==> src/rtl/dtoi_pkg.sv <==
package dtoi_pkg;
   typedef enum logic [2:0] {
      CLS_ZERO = 3'd0,
      CLS_SUBN = 3'd1,
      CLS_NORM = 3'd2,
      CLS_INF  = 3'd3,
      CLS_NAN  = 3'd4
   } dtoi_cls_e;
endpackage

==> src/rtl/dtoi_classify.sv <==
// Splits the exponent/fraction fields into a class and an unbiased exponent.
module dtoi_classify
   import dtoi_pkg::*;
#(
   parameter int EXP_W  = 11,
   parameter int FRAC_W = 52
) (
   input  logic [EXP_W-1:0]         exp_f,
   input  logic [FRAC_W-1:0]        frac_f,
   output dtoi_cls_e                cls,
   output logic signed [EXP_W:0]    unb_exp
);
   localparam logic signed [EXP_W:0] BIAS_S = (EXP_W+1)'((1 << (EXP_W-1)) - 1);

   logic exp_ones;
   logic exp_zero;
   logic frac_nz;

   assign exp_ones = &exp_f;
   assign exp_zero = ~|exp_f;
   assign frac_nz  = |frac_f;

   always_comb begin
      if (exp_zero)      cls = frac_nz ? CLS_SUBN : CLS_ZERO;
      else if (exp_ones) cls = frac_nz ? CLS_NAN  : CLS_INF;
      else               cls = CLS_NORM;
   end

   assign unb_exp = $signed({1'b0, exp_f}) - BIAS_S;
endmodule

==> src/rtl/dtoi_align.sv <==
// Shifts the significand right by (FRAC_W - e) and collects discarded bits.
module dtoi_align #(
   parameter int EXP_W  = 11,
   parameter int FRAC_W = 52,
   parameter int INT_W  = 16
) (
   input  logic [FRAC_W-1:0]        frac_f,
   input  logic signed [EXP_W:0]    unb_exp,
   output logic [INT_W-1:0]         mag,
   output logic                     too_big,
   output logic                     below_one,
   output logic                     sticky
);
   localparam int SH_W = $clog2(FRAC_W + 1);
   localparam logic [SH_W-1:0]      FRAC_SH = SH_W'(FRAC_W);
   localparam logic signed [EXP_W:0] INT_LIM = (EXP_W+1)'(INT_W);

   logic [FRAC_W:0]   sig;
   logic [SH_W-1:0]   e_small;
   logic [SH_W-1:0]   sh;
   logic [FRAC_W:0]   shifted;
   logic [FRAC_W-1:0] dropped;

   assign sig       = {1'b1, frac_f};
   assign below_one = unb_exp[EXP_W];
   assign too_big   = (unb_exp >= INT_LIM);
   assign e_small   = unb_exp[SH_W-1:0];
   assign sh        = FRAC_SH - e_small;
   assign shifted   = sig >> sh;
   assign mag       = shifted[INT_W-1:0];

   // one tap per fraction bit: discarded when its position is below the shift
   for (genvar i = 0; i < FRAC_W; i++) begin : g_drop
      assign dropped[i] = frac_f[i] & (SH_W'(i) < sh);
   end

   assign sticky = |dropped;
endmodule

==> src/rtl/dtoi_range.sv <==
// Chooses the final integer and flags from class, magnitude and sign.
module dtoi_range
   import dtoi_pkg::*;
#(
   parameter int INT_W = 16
) (
   input  logic              sign,
   input  dtoi_cls_e         cls,
   input  logic [INT_W-1:0]  mag,
   input  logic              too_big,
   input  logic              below_one,
   input  logic              sticky,
   output logic [INT_W-1:0]  res,
   output logic              invalid,
   output logic              inexact
);
   localparam logic [INT_W-1:0] POS_MAX = {1'b0, {(INT_W-1){1'b1}}};
   localparam logic [INT_W-1:0] NEG_MIN = {1'b1, {(INT_W-1){1'b0}}};

   logic [INT_W-1:0] sat;
   logic             ovf;

   assign sat = sign ? NEG_MIN : POS_MAX;
   assign ovf = too_big | (~sign & mag[INT_W-1]) | (sign & (mag > NEG_MIN));

   always_comb begin
      res     = '0;
      invalid = 1'b0;
      inexact = 1'b0;
      unique case (cls)
         CLS_ZERO: ;
         CLS_SUBN: inexact = 1'b1;
         CLS_NAN:  invalid = 1'b1;
         CLS_INF: begin
            invalid = 1'b1;
            res     = sat;
         end
         CLS_NORM: begin
            if (below_one) begin
               inexact = 1'b1;
            end else if (ovf) begin
               invalid = 1'b1;
               res     = sat;
            end else begin
               res     = sign ? (~mag + 1'b1) : mag;
               inexact = sticky;
            end
         end
         default: invalid = 1'b1;
      endcase
   end
endmodule

==> src/rtl/dtoi_conv.sv <==
module dtoi_conv
   import dtoi_pkg::*;
#(
   parameter int EXP_W  = 11,
   parameter int FRAC_W = 52,
   parameter int INT_W  = 16
) (
   input  logic                        clk,
   input  logic                        rst_n,
   input  logic                        in_valid,
   input  logic [EXP_W+FRAC_W:0]       in_bits,
   output logic                        out_valid,
   output logic [INT_W-1:0]            out_int,
   output logic                        out_invalid,
   output logic                        out_inexact
);
   localparam int DW = 1 + EXP_W + FRAC_W;

   if (FRAC_W < INT_W) begin : g_bad_frac
      $error("dtoi_conv: FRAC_W must be at least INT_W");
   end
   if (((1 << (EXP_W-1)) - 1) < INT_W) begin : g_bad_exp
      $error("dtoi_conv: exponent range too small for INT_W");
   end
   if (INT_W < 2) begin : g_bad_int
      $error("dtoi_conv: INT_W must be at least 2");
   end

   logic                     sgn;
   logic [EXP_W-1:0]         exp_f;
   logic [FRAC_W-1:0]        frac_f;
   dtoi_cls_e                cls;
   logic signed [EXP_W:0]    unb_exp;
   logic [INT_W-1:0]         mag;
   logic                     too_big;
   logic                     below_one;
   logic                     sticky;
   logic [INT_W-1:0]         res;
   logic                     inv_c;
   logic                     inx_c;

   assign sgn    = in_bits[DW-1];
   assign exp_f  = in_bits[DW-2 -: EXP_W];
   assign frac_f = in_bits[FRAC_W-1:0];

   dtoi_classify #(.EXP_W(EXP_W), .FRAC_W(FRAC_W)) u_cls (
      .exp_f   (exp_f),
      .frac_f  (frac_f),
      .cls     (cls),
      .unb_exp (unb_exp)
   );

   dtoi_align #(.EXP_W(EXP_W), .FRAC_W(FRAC_W), .INT_W(INT_W)) u_align (
      .frac_f    (frac_f),
      .unb_exp   (unb_exp),
      .mag       (mag),
      .too_big   (too_big),
      .below_one (below_one),
      .sticky    (sticky)
   );

   dtoi_range #(.INT_W(INT_W)) u_range (
      .sign      (sgn),
      .cls       (cls),
      .mag       (mag),
      .too_big   (too_big),
      .below_one (below_one),
      .sticky    (sticky),
      .res       (res),
      .invalid   (inv_c),
      .inexact   (inx_c)
   );

   always_ff @(posedge clk or negedge rst_n) begin
      if (!rst_n) begin
         out_valid   <= 1'b0;
         out_int     <= '0;
         out_invalid <= 1'b0;
         out_inexact <= 1'b0;
      end else begin
         out_valid <= in_valid;
         if (in_valid) begin
            out_int     <= res;
            out_invalid <= inv_c;
            out_inexact <= inx_c;
         end
      end
   end
endmodule

==> config.mk <==
export PLATFORM = sky130hd
export DESIGN_NAME = dtoi_conv
export DESIGN_NICKNAME = d
export VERILOG_FILES = /design/src/rtl/dtoi_pkg.sv /design/src/rtl/dtoi_classify.sv /design/src/rtl/dtoi_align.sv /design/src/rtl/dtoi_range.sv /design/src/rtl/dtoi_conv.sv
export SDC_FILE = /design/constraint.sdc
export NUM_CORES = 1
export LEC_CHECK = 0
export BUFFER_PORTS_ARGS = -buffer_cell sky130_fd_sc_hd__buf_2
export CORE_MARGIN = 4
export CORE_UTILIZATION = 54
export DETAILED_ROUTE_END_ITERATION = 8
export GPL_ROUTABILITY_DRIVEN = 0
export HOLD_SLACK_MARGIN = 0.12
export PLACE_DENSITY = 0.82
export SLEW_MARGIN = 25
export SYNTH_ARGS = -nofsm -noshare
export SYNTH_HDL_FRONTEND = slang
export SYNTH_HIERARCHICAL = 1
export SYNTH_SLANG_ARGS = --single-unit
==> constraint.sdc <==
create_clock -name clk -period 0.8 [get_ports clk]
set_input_delay 0 -clock clk [delete_from_list [all_inputs] [get_ports clk]]
set_output_delay 0 -clock clk [all_outputs]
set_load 0.03 [all_outputs]
==> results.yml, run 1 <==
status:
  outcome: "did not finish"
  lastStage: "5_1_grt"
  tool.error: "[ERROR GRT-0116] Global routing finished with congestion. Check the congestion regions in the DRC Viewer."
synth:
  synth_top_cell_by_area: "mux4_2"
  ys.flop_type: "dfrtp_1"
  synthArstFlopShare_pct: 100.0
  ys_seq_elements: 19
  syn_area_mm2: 0.005440
  synth_most_common_cell: "nand2_1"
  ys_warn_count: 6
  synthCells: 701
  synth-seq-area-share_pct: 8.740
  syn_area_per_cell_um2: 7.761
  synth_edf_count: 0
  synth_cell_types: 85
  synthesis.nets: 774
  synth_common_cells: "96 x nand2_1, 54 x nor2_1, 49 x a21oi_1, 42 x mux2i_1, 38 x o21ai_0"
  synth_top_area_share_pct: 14.08
  synth_top_cells_by_area: "mux4_2 14%, dfrtp_1 8.7%, mux2i_1 7.7%"
die:
  start_util_pct: 55.66
  pin_count: 86
  die_w_um: 108.4
  rows: 36
  die_height_um: 108.4
grt:
  grt_pass1_vias: 10810
  grt_pass1_wl_mm: 68.31
  grt_overflow: 64
  grt_usage_pct: 78.42
  grt_max_degree: 60
clocking:
  cts_buffer_depth: 2
  numCtsBuffers: 3
  root_buffer: "clkbuf_8"
  cts_max_level: 1
  clock_sinks: 19
placed_design:
  port_buffers: 85
  hpwl_mm: 20.54
==> per-stage QoR <==
stage | setup slack (ns) | instances | setup TNS [ns] | instance area, µm²
global placement | -3.057 | 1090 | -53.46 | 7691
CTS | -2.818 | 1129 | -48.15 | 8812
detailed placement | -3.440 | 1090 | -58.05 | 7691
floorplan | -2.800 | 701 | -48.74 | 5699
==> routing by layer <==
layer,overflow,global-route usage (%)
met1,1,77.16
met4,23,79.80
met5,0,27.68
met3,1,67.82
met2,39,92.18
==> what timing repair did <==
item / in CTS
pin swaps: 51
gates cloned: 1
endpoints found under the setup margin: 37
buffers inserted: 33
gates resized for setup: 183
endpoints found under the hold margin: 20
hold buffers: 2
==> cells by family after synthesis <==
family	synth area share (%)
simple gates	26.08
compound gates	26.66
mux	28.50
buf+inv	5.865
flops	8.740
xor+xnor	2.599
fa+ha+maj	1.564
==> run 2, diff against run 1 <==
CORE_UTILIZATION = 40   (was 54)
HOLD_SLACK_MARGIN = not set   (was 0.12)
PLACE_DENSITY = not set   (was 0.82)
PLACE_DENSITY_LB_ADDON = 0.15   (was not set)
clock period = 1 ns   (was 0.8 ns; I/O delays follow)
==> run 2 against run 1 <==
The flow now finishes, with violations (setup timing); area after synthesis unchanged; synthesized cell count unchanged.
==> results.yml, run 2 <==
setup_path:
  required_ns: 1.19
  crit_fanout: 5
  criticalPathCategory: "primary input to flip-flop"
  r2r-end: "out_int[14]$_DFFE_PN0P_"
  reg2reg_slack_ns: 0.20
  critPathCaptureType: "flip-flop"
  reg2regPathDepth: 1
  reg2reg_from: "out_int[14]$_DFFE_PN0P_"
  start_kind: "primary input"
  cp.arrival_ns: 4.04
grt:
  grt_max_degree: 31
  grt_pass1_wl_mm: 41.41
  grt_usage_pct: 32.51
  grt_overflow: 0
  grt_pass1_vias: 7836
  antenna_found_initial: 0
cells_and_area:
  mostFrequentLayoutCells: "287 x buf_4, 88 x nand2_1, 84 x buf_2, 48 x nor2_1, 37 x a21oi_1"
  final_nets: 1134
  final_util_pct: 70.72
  fill_cells: 972
  syn2layout_area_growth_pct: 72.84
  diodes: 0
  regMostFlops: "out_int"
  layout.cells.most_common: "buf_4"
  drive_gt1_share_pct: 57.83
  largest_reg_flops: 16
synth:
  synth_compound_area_share_pct: 26.66
  syn_area_mm2: 0.005440
  yosys.area_share.xor_xnor_pct: 2.599
  synth_cell_types: 85
  synth_most_common_cell: "nand2_1"
  synth-seq-area-share_pct: 8.740
  synthAdderAreaFrac_pct: 1.564
  synth_top_cell_by_area: "mux4_2"
  synth_common_cells: "96 x nand2_1, 54 x nor2_1, 49 x a21oi_1, 42 x mux2i_1, 38 x o21ai_0"
  synthCells: 701
  syn_area_per_cell_um2: 7.761
  synth_edf_count: 0
  ys.flop_type: "dfrtp_1"
  synth_top_cells_by_area: "mux4_2 14%, dfrtp_1 8.7%, mux2i_1 7.7%"
  synthesis.nets: 774
  ys_seq_elements: 19
  synth_top_area_share_pct: 14.08
  synth.area.mux_share_pct: 28.50
  synthArstFlopShare_pct: 100.0
  synth-simple-area-share_pct: 26.08
  ys_warn_count: 6
  synth_top_family_by_area: "multiplexers"
min_path:
  whs_path_depth: 2
  hp-class: "primary input to flip-flop"
  worstHoldEndpoint: "out_valid$_DFF_PN0_"
  hold_start: "in_valid"
route:
  vias: 8103
  dr.pass1.iters: 7
  drcViolationCount: 0
  drtAntennaViolNets: 0
  detail_route.wl_per_cell_um: 22.42
  vias_per_cell: 6.556
  routed_wl_mm: 27.72
  drtIter0Drc: 1364
clocking:
  cts_tree: "done"
  cts_buffer_depth: 2
  cts_max_level: 1
  clock_sinks: 19
  root_buffer: "clkbuf_16"
  insertion_delay_ns: 0.25
  clk_pin_slew_ns: 0.05
  numCtsBuffers: 3
status:
  violations: "setup timing"
  outcome: "finished with violations"
pwr:
  vdd_ir_drop_max_mv: 0.7050
  power_leakage_nw: 4.223
  power_density_mw_per_mm2: 1369
die:
  start_util_pct: 40.92
  rows: 42
  die-area_mm2: 0.01553
  coreArea_mm2: 0.01330
  pin_count: 86
  die_height_um: 124.6
  die_w_um: 124.6
sta:
  timing.setup.tns_ns: -49.06
  finClkSkew_ns: 0
  worst_slew_pin_slew_ns: 0.7352
  worst_slack_ns: -2.850
  grt_setup_unrepaired: "yes"
  period_share_pct: 385.0
  finalCriticalPeriod_ns: 3.850
  setup_viol: 18
  finalMaxSlewViolations: 0
  relSlewSlack_pct: 50.98
  fmax_mhz: 259.8
  finalHoldViolations: 0
placed_design:
  port_buffers: 85
  hpwl_mm: 19.91
job:
  maxCapViolations: 0
run 2: cell counts after synthesis:
No cell type changed its count.
run 2: layout make-up:
class / instances / area [µm²] / area share (%)
timing repair buffer: 410 / 3181 / 33.83
sequential: 19 / 475.5 / 5.057
multi-input combinational: 614 / 5385 / 57.27
tap: 176 / 220.2 / 2.342
clock buffer: 4 / 78.83 / 0.8383
inverter: 13 / 62.56 / 0.6653
run 2: cell families (layout without fill, tap and decap cells):
family                     Yosys count  count (layout)
adders and majority gates            7               7
muxes                              105             105
and+or+nand+nor                    278             278
buffers and inverters               68             427
AOI/OAI and AO/OA                  210             210
DFF                                 19              19
xor gates and xnor gates            14              14
run 2: what timing repair did:
| action | 4_1_cts | 5_1_grt |
|---|---|---|
| hold buffers | 1 | 0 |
| resized for setup | 102 | 68 |
| gates cloned | 3 | 0 |
| endpoints found under the hold margin | 19 | 0 |
| pin swaps | 38 | 29 |
| buffers inserted | 32 | 18 |
| endpoints found under the setup margin | 18 | 18 |
run 2: worst max-delay path by stage:
stage                      startpoint                 endpoint  slack, ns  cells past startpoint
after detailed placement  in_bits[52]  out_int[10]$_DFFE_PN0P_      -3.08                     20
final                     in_bits[52]  out_int[14]$_DFFE_PN0P_      -2.85                     21
after global routing      in_bits[52]  out_inexact$_DFFE_PN0P_      -2.95                     22
after floorplan           in_bits[52]  out_int[14]$_DFFE_PN0P_      -2.60                     19
after CTS                 in_bits[52]  out_int[14]$_DFFE_PN0P_      -2.51                     21
after global placement    in_bits[52]  out_int[14]$_DFFE_PN0P_      -3.02                     18
run 2: per-stage QoR:
step                hold slack, ns  cell area, µm²  cells  setup WS, ns  total power [mW]
floorplan                  -0.2956            5699    701        -2.600             5.854
global placement          -0.05294            8093   1181        -3.017             9.382
detailed placement        -0.02643            8093   1181        -3.080             9.526
CTS                        0.07432            8971   1219        -2.507             11.61
global route               0.07644            9403   1236        -2.952             13.40
finish                     0.07700            9403   1236        -2.850             12.87
run 2: report_power, final:
group / switching [mW] / leakage [nW] / internal [mW] / total (mW)
clock: 0.290 / 0.0382 / 0.542 / 0.832
combinational: 5.65 / 3.94 / 5.38 / 11.0
sequential: 0.0870 / 0.242 / 0.920 / 1.01
total: 6.03 / 4.22 / 6.84 / 12.9
run 2: worst max-delay path: stages:
cell and delay (ns):
buf_8 0.08, clkinvlp_4 0.09, ha_4 0.28, inv_4 0.04, ha_4 0.30, buf_8 0.14, buf_8 0.14, mux2i_2 0.27
a21oi_2 0.11, mux2i_1 0.26, buf_4 0.17, nand2_1 0.05, a32oi_1 0.20, o211ai_1 0.21, nor4_4 0.45, buf_4 0.19
nand2_4 0.06, or3_1 0.39, a21bo_1 0.19, a221oi_2 0.23, mux2_4 0.19
run 2: metal layers:
layer | up-vias | GRT usage (%) | part of all wire [%]
met1 | 3850 | 40.78 | 37
met3 | 181 | 8.233 | 11
li1 | 3459 | - | -
met5 | - | 0 | 0
met2 | 613 | 52.32 | 45
met4 | 0 | 15.22 | 6.5
No activity file was read; power rests on OpenSTA's default activity.
==> run 3, diff against run 2 <==
SETUP_SLACK_MARGIN = 0.5   (was not set)
SYNTH_HIERARCHICAL = not set   (was 1)
==> run 3 against run 2 <==
The run ends with hold timing, setup timing left; global-route usage grew 0.24 points; register-to-register slack got worse by 0.16 ns; routed wire length grew 12%; via count increased by 5.4%; cell count is 5.8% higher; critical endpoint unchanged; largest power group unchanged.
==> results.yml, run 3 <==
clocking:
  root_buffer: "clkbuf_16"
  clock_sinks: 19
  cts_buffer_depth: 2
  cts_tree: "done"
  clk_pin_slew_ns: 0.06
  cts_max_level: 1
  numCtsBuffers: 3
  insertion_delay_ns: 0.26
sta:
  worst_slew_pin_slew_ns: 0.6176
  holdWs_ns: -0.2945
  finClkSkew_ns: 0
  grt_setup_unrepaired: "yes"
  setup_viol: 18
  finalMaxSlewViolations: 0
  worst_slack_ns: -2.430
  period_share_pct: 343.0
  fmax_mhz: 291.5
  finalCriticalPeriod_ns: 3.430
  relSlewSlack_pct: 58.58
  finalHoldViolations: 19
setup_path:
  reg2reg_from: "out_int[14]$_DFFE_PN0P_"
  r2r-end: "out_int[14]$_DFFE_PN0P_"
  criticalPathCategory: "primary input to flip-flop"
  cp.arrival_ns: 3.57
  slowest_delay_ns: 0.53
  required_ns: 1.14
  path_cells: "buf_6 > buf_6 > inv_8 > ha_4 > buf_12 > buf_4 > mux4_2 > mux4_2 > o211ai_1 > o221ai_2 > nor2_2 > nand4_4 > buf_4 > o31ai_2 > xor2_1 > a221oi_2"
  start_kind: "primary input"
  crit_fanout: 8
  reg2regPathDepth: 2
  critPathCaptureType: "flip-flop"
  crit_path_top_delay_cell: "mux4_2"
  reg2reg_slack_ns: 0.04
cells_and_area:
  final_nets: 1175
  diodes: 0
  fill_cells: 1210
  layout.cells.most_common: "buf_4"
  drive_gt1_share_pct: 58.80
  final_util_pct: 66.89
  seq_area_um2: 475.5
  syn2layout_area_growth_pct: 61.63
  regMostFlops: "out_int"
  multi_input_area_mm2: 0.005877
  largest_reg_flops: 16
  mostFrequentLayoutCells: "313 x buf_4, 64 x buf_2, 51 x mux4_2, 50 x nand2_1, 48 x nor2_1"
pwr:
  vdd_ir_drop_max_mv: 0.9063
  fin_total_pwr_mw: 11.38
  power_density_mw_per_mm2: 1103
  power_leakage_nw: 4.448
grt:
  grt_usage_pct: 32.75
  grt_pass1_wl_mm: 46.89
  antenna_found_initial: 0
  grt_overflow: 0
  grt_pass1_vias: 8263
  grt_max_degree: 63
synth:
  synth_compound_area_share_pct: 28.32
  synthArstFlopShare_pct: 100.0
  synth_top_cells_by_area: "mux4_2 18%, mux2i_1 8.8%, dfrtp_1 7.4%"
  yosys.area_share.xor_xnor_pct: 2.704
  ys_warn_count: 0
  synth-simple-area-share_pct: 17.75
  synthesis.nets: 793
  ys_seq_elements: 19
  synth_most_common_cell: "mux2i_1"
  synth_cell_types: 96
  synth-seq-area-share_pct: 7.447
  synth_top_cell_by_area: "mux4_2"
  syn_area_per_cell_um2: 8.917
  synthCells: 716
  ys.flop_type: "dfrtp_1"
  syn_area_mm2: 0.006385
  synthAdderAreaFrac_pct: 1.960
  synth_top_area_share_pct: 17.64
  synth_common_cells: "56 x mux2i_1, 55 x nor2_1, 51 x nand2_1, 50 x mux4_2, 43 x o21ai_0"
  synth_top_family_by_area: "multiplexers"
  synth.area.mux_share_pct: 33.88
  synth_edf_count: 0
die:
  rows: 45
  die_w_um: 134.3
  start_util_pct: 41.39
  die-area_mm2: 0.01805
  pin_count: 86
  coreArea_mm2: 0.01543
  die_height_um: 134.3
route:
  dr.pass1.iters: 7
  vias: 8544
  drtIter0Drc: 1296
  detail_route.wl_per_cell_um: 23.72
  drcViolationCount: 0
  drtAntennaViolNets: 0
  routed_wl_mm: 31.03
  vias_per_cell: 6.532
min_path:
  hp-class: "primary input to asynchronous set/reset pin"
job:
  maxCapViolations: 0
placed_design:
  port_buffers: 85
  dp_slack_ns: -3.100
  hpwl_mm: 22.60
status:
  outcome: "finished with violations"
  violations: "hold timing, setup timing"
run 3: cell types whose count changed after synthesis, moves of 13 or more:
cell,before,now
mux4_2,34,50
mux2_2,19,33
buf_1,14,1
mux2i_1,42,56
nand2_1,96,51
nand2b_1,8,25
a21oi_1,49,30
inv_1,11,24
run 3: report_power, final:
group          switching, mW  internal, mW
Clock                  0.323         0.537
Sequential            0.0927         0.883
Combinational           4.85          4.69
run 3: cell families (layout without fill, tap and decap cells):
family                   after synthesis  in the layout
AO/OA/AOI/OAI                        225            227
XOR/XNOR                              18             18
multiplexers                         143            143
AND/OR/NAND/NOR                      215            215
adder cells (fa/ha/maj)               10             10
buffers and inverters                 86            465
flip-flops                            19             19
run 3: layer usage:
metal  up-vias  GRT usage (%)  wire length (µm)
met3       184          6.752              3672
li1       3650              -                 -
met5         -              0                 0
met4         0          14.54              2048
met2       671          52.63             13840
met1      4039          42.58             11470
run 3: per-stage QoR:
step | instances | cell area, µm² | setup TNS, ns | hold WS, ns
2_1_floorplan | 716 | 6472 | -45.88 | -0.2956
4_1_cts | 1294 | 9996 | -40.52 | -0.2942
6_report | 1308 | 10320 | -42.74 | -0.2945
5_1_grt | 1308 | 10320 | -44.43 | -0.2612
3_3_place_gp | 1252 | 9046 | -52.87 | -0.05638
3_5_place_dp | 1252 | 9046 | -54.72 | -0.02692
run 3: worst max-delay path, delay by kind of cell:
family,cells,cell delay (ns)
adder cells (fa/ha/maj),1,0.36
buffers and inverters,6,0.68
XOR/XNOR,1,0.14
AO/OA/AOI/OAI,4,0.99
multiplexers,2,1.03
AND/OR/NAND/NOR,2,0.36
run 3: worst max path at each step:
stage | startpoint | slack (ns) | endpoint
3_3_place_gp | in_bits[52] | -2.99 | out_int[13]$_DFFE_PN0P_
3_5_place_dp | in_bits[52] | -3.10 | out_int[14]$_DFFE_PN0P_
5_1_grt | in_bits[54] | -2.53 | out_int[14]$_DFFE_PN0P_
4_1_cts | in_bits[52] | -2.28 | out_int[7]$_DFFE_PN0P_
6_report | in_bits[52] | -2.43 | out_int[14]$_DFFE_PN0P_
2_1_floorplan | in_bits[52] | -2.62 | out_int[10]$_DFFE_PN0P_
run 3: cell type report:
class | count | share of cell area (%)
inverter | 25 | 0.9821
tap | 211 | 2.558
clock inverter | 1 | 0.04850
clock buffer | 3 | 0.7274
multi-input combinational | 613 | 56.95
timing repair buffer | 436 | 34.13
sequential | 19 | 4.607
run 3: timing repair:
item,4_1_cts,5_1_grt
gates cloned,5,1
gates resized for setup,110,48
endpoints found under the hold margin,19,19
pin swaps,33,23
setup endpoints to repair,37,37
setup buffers,33,13
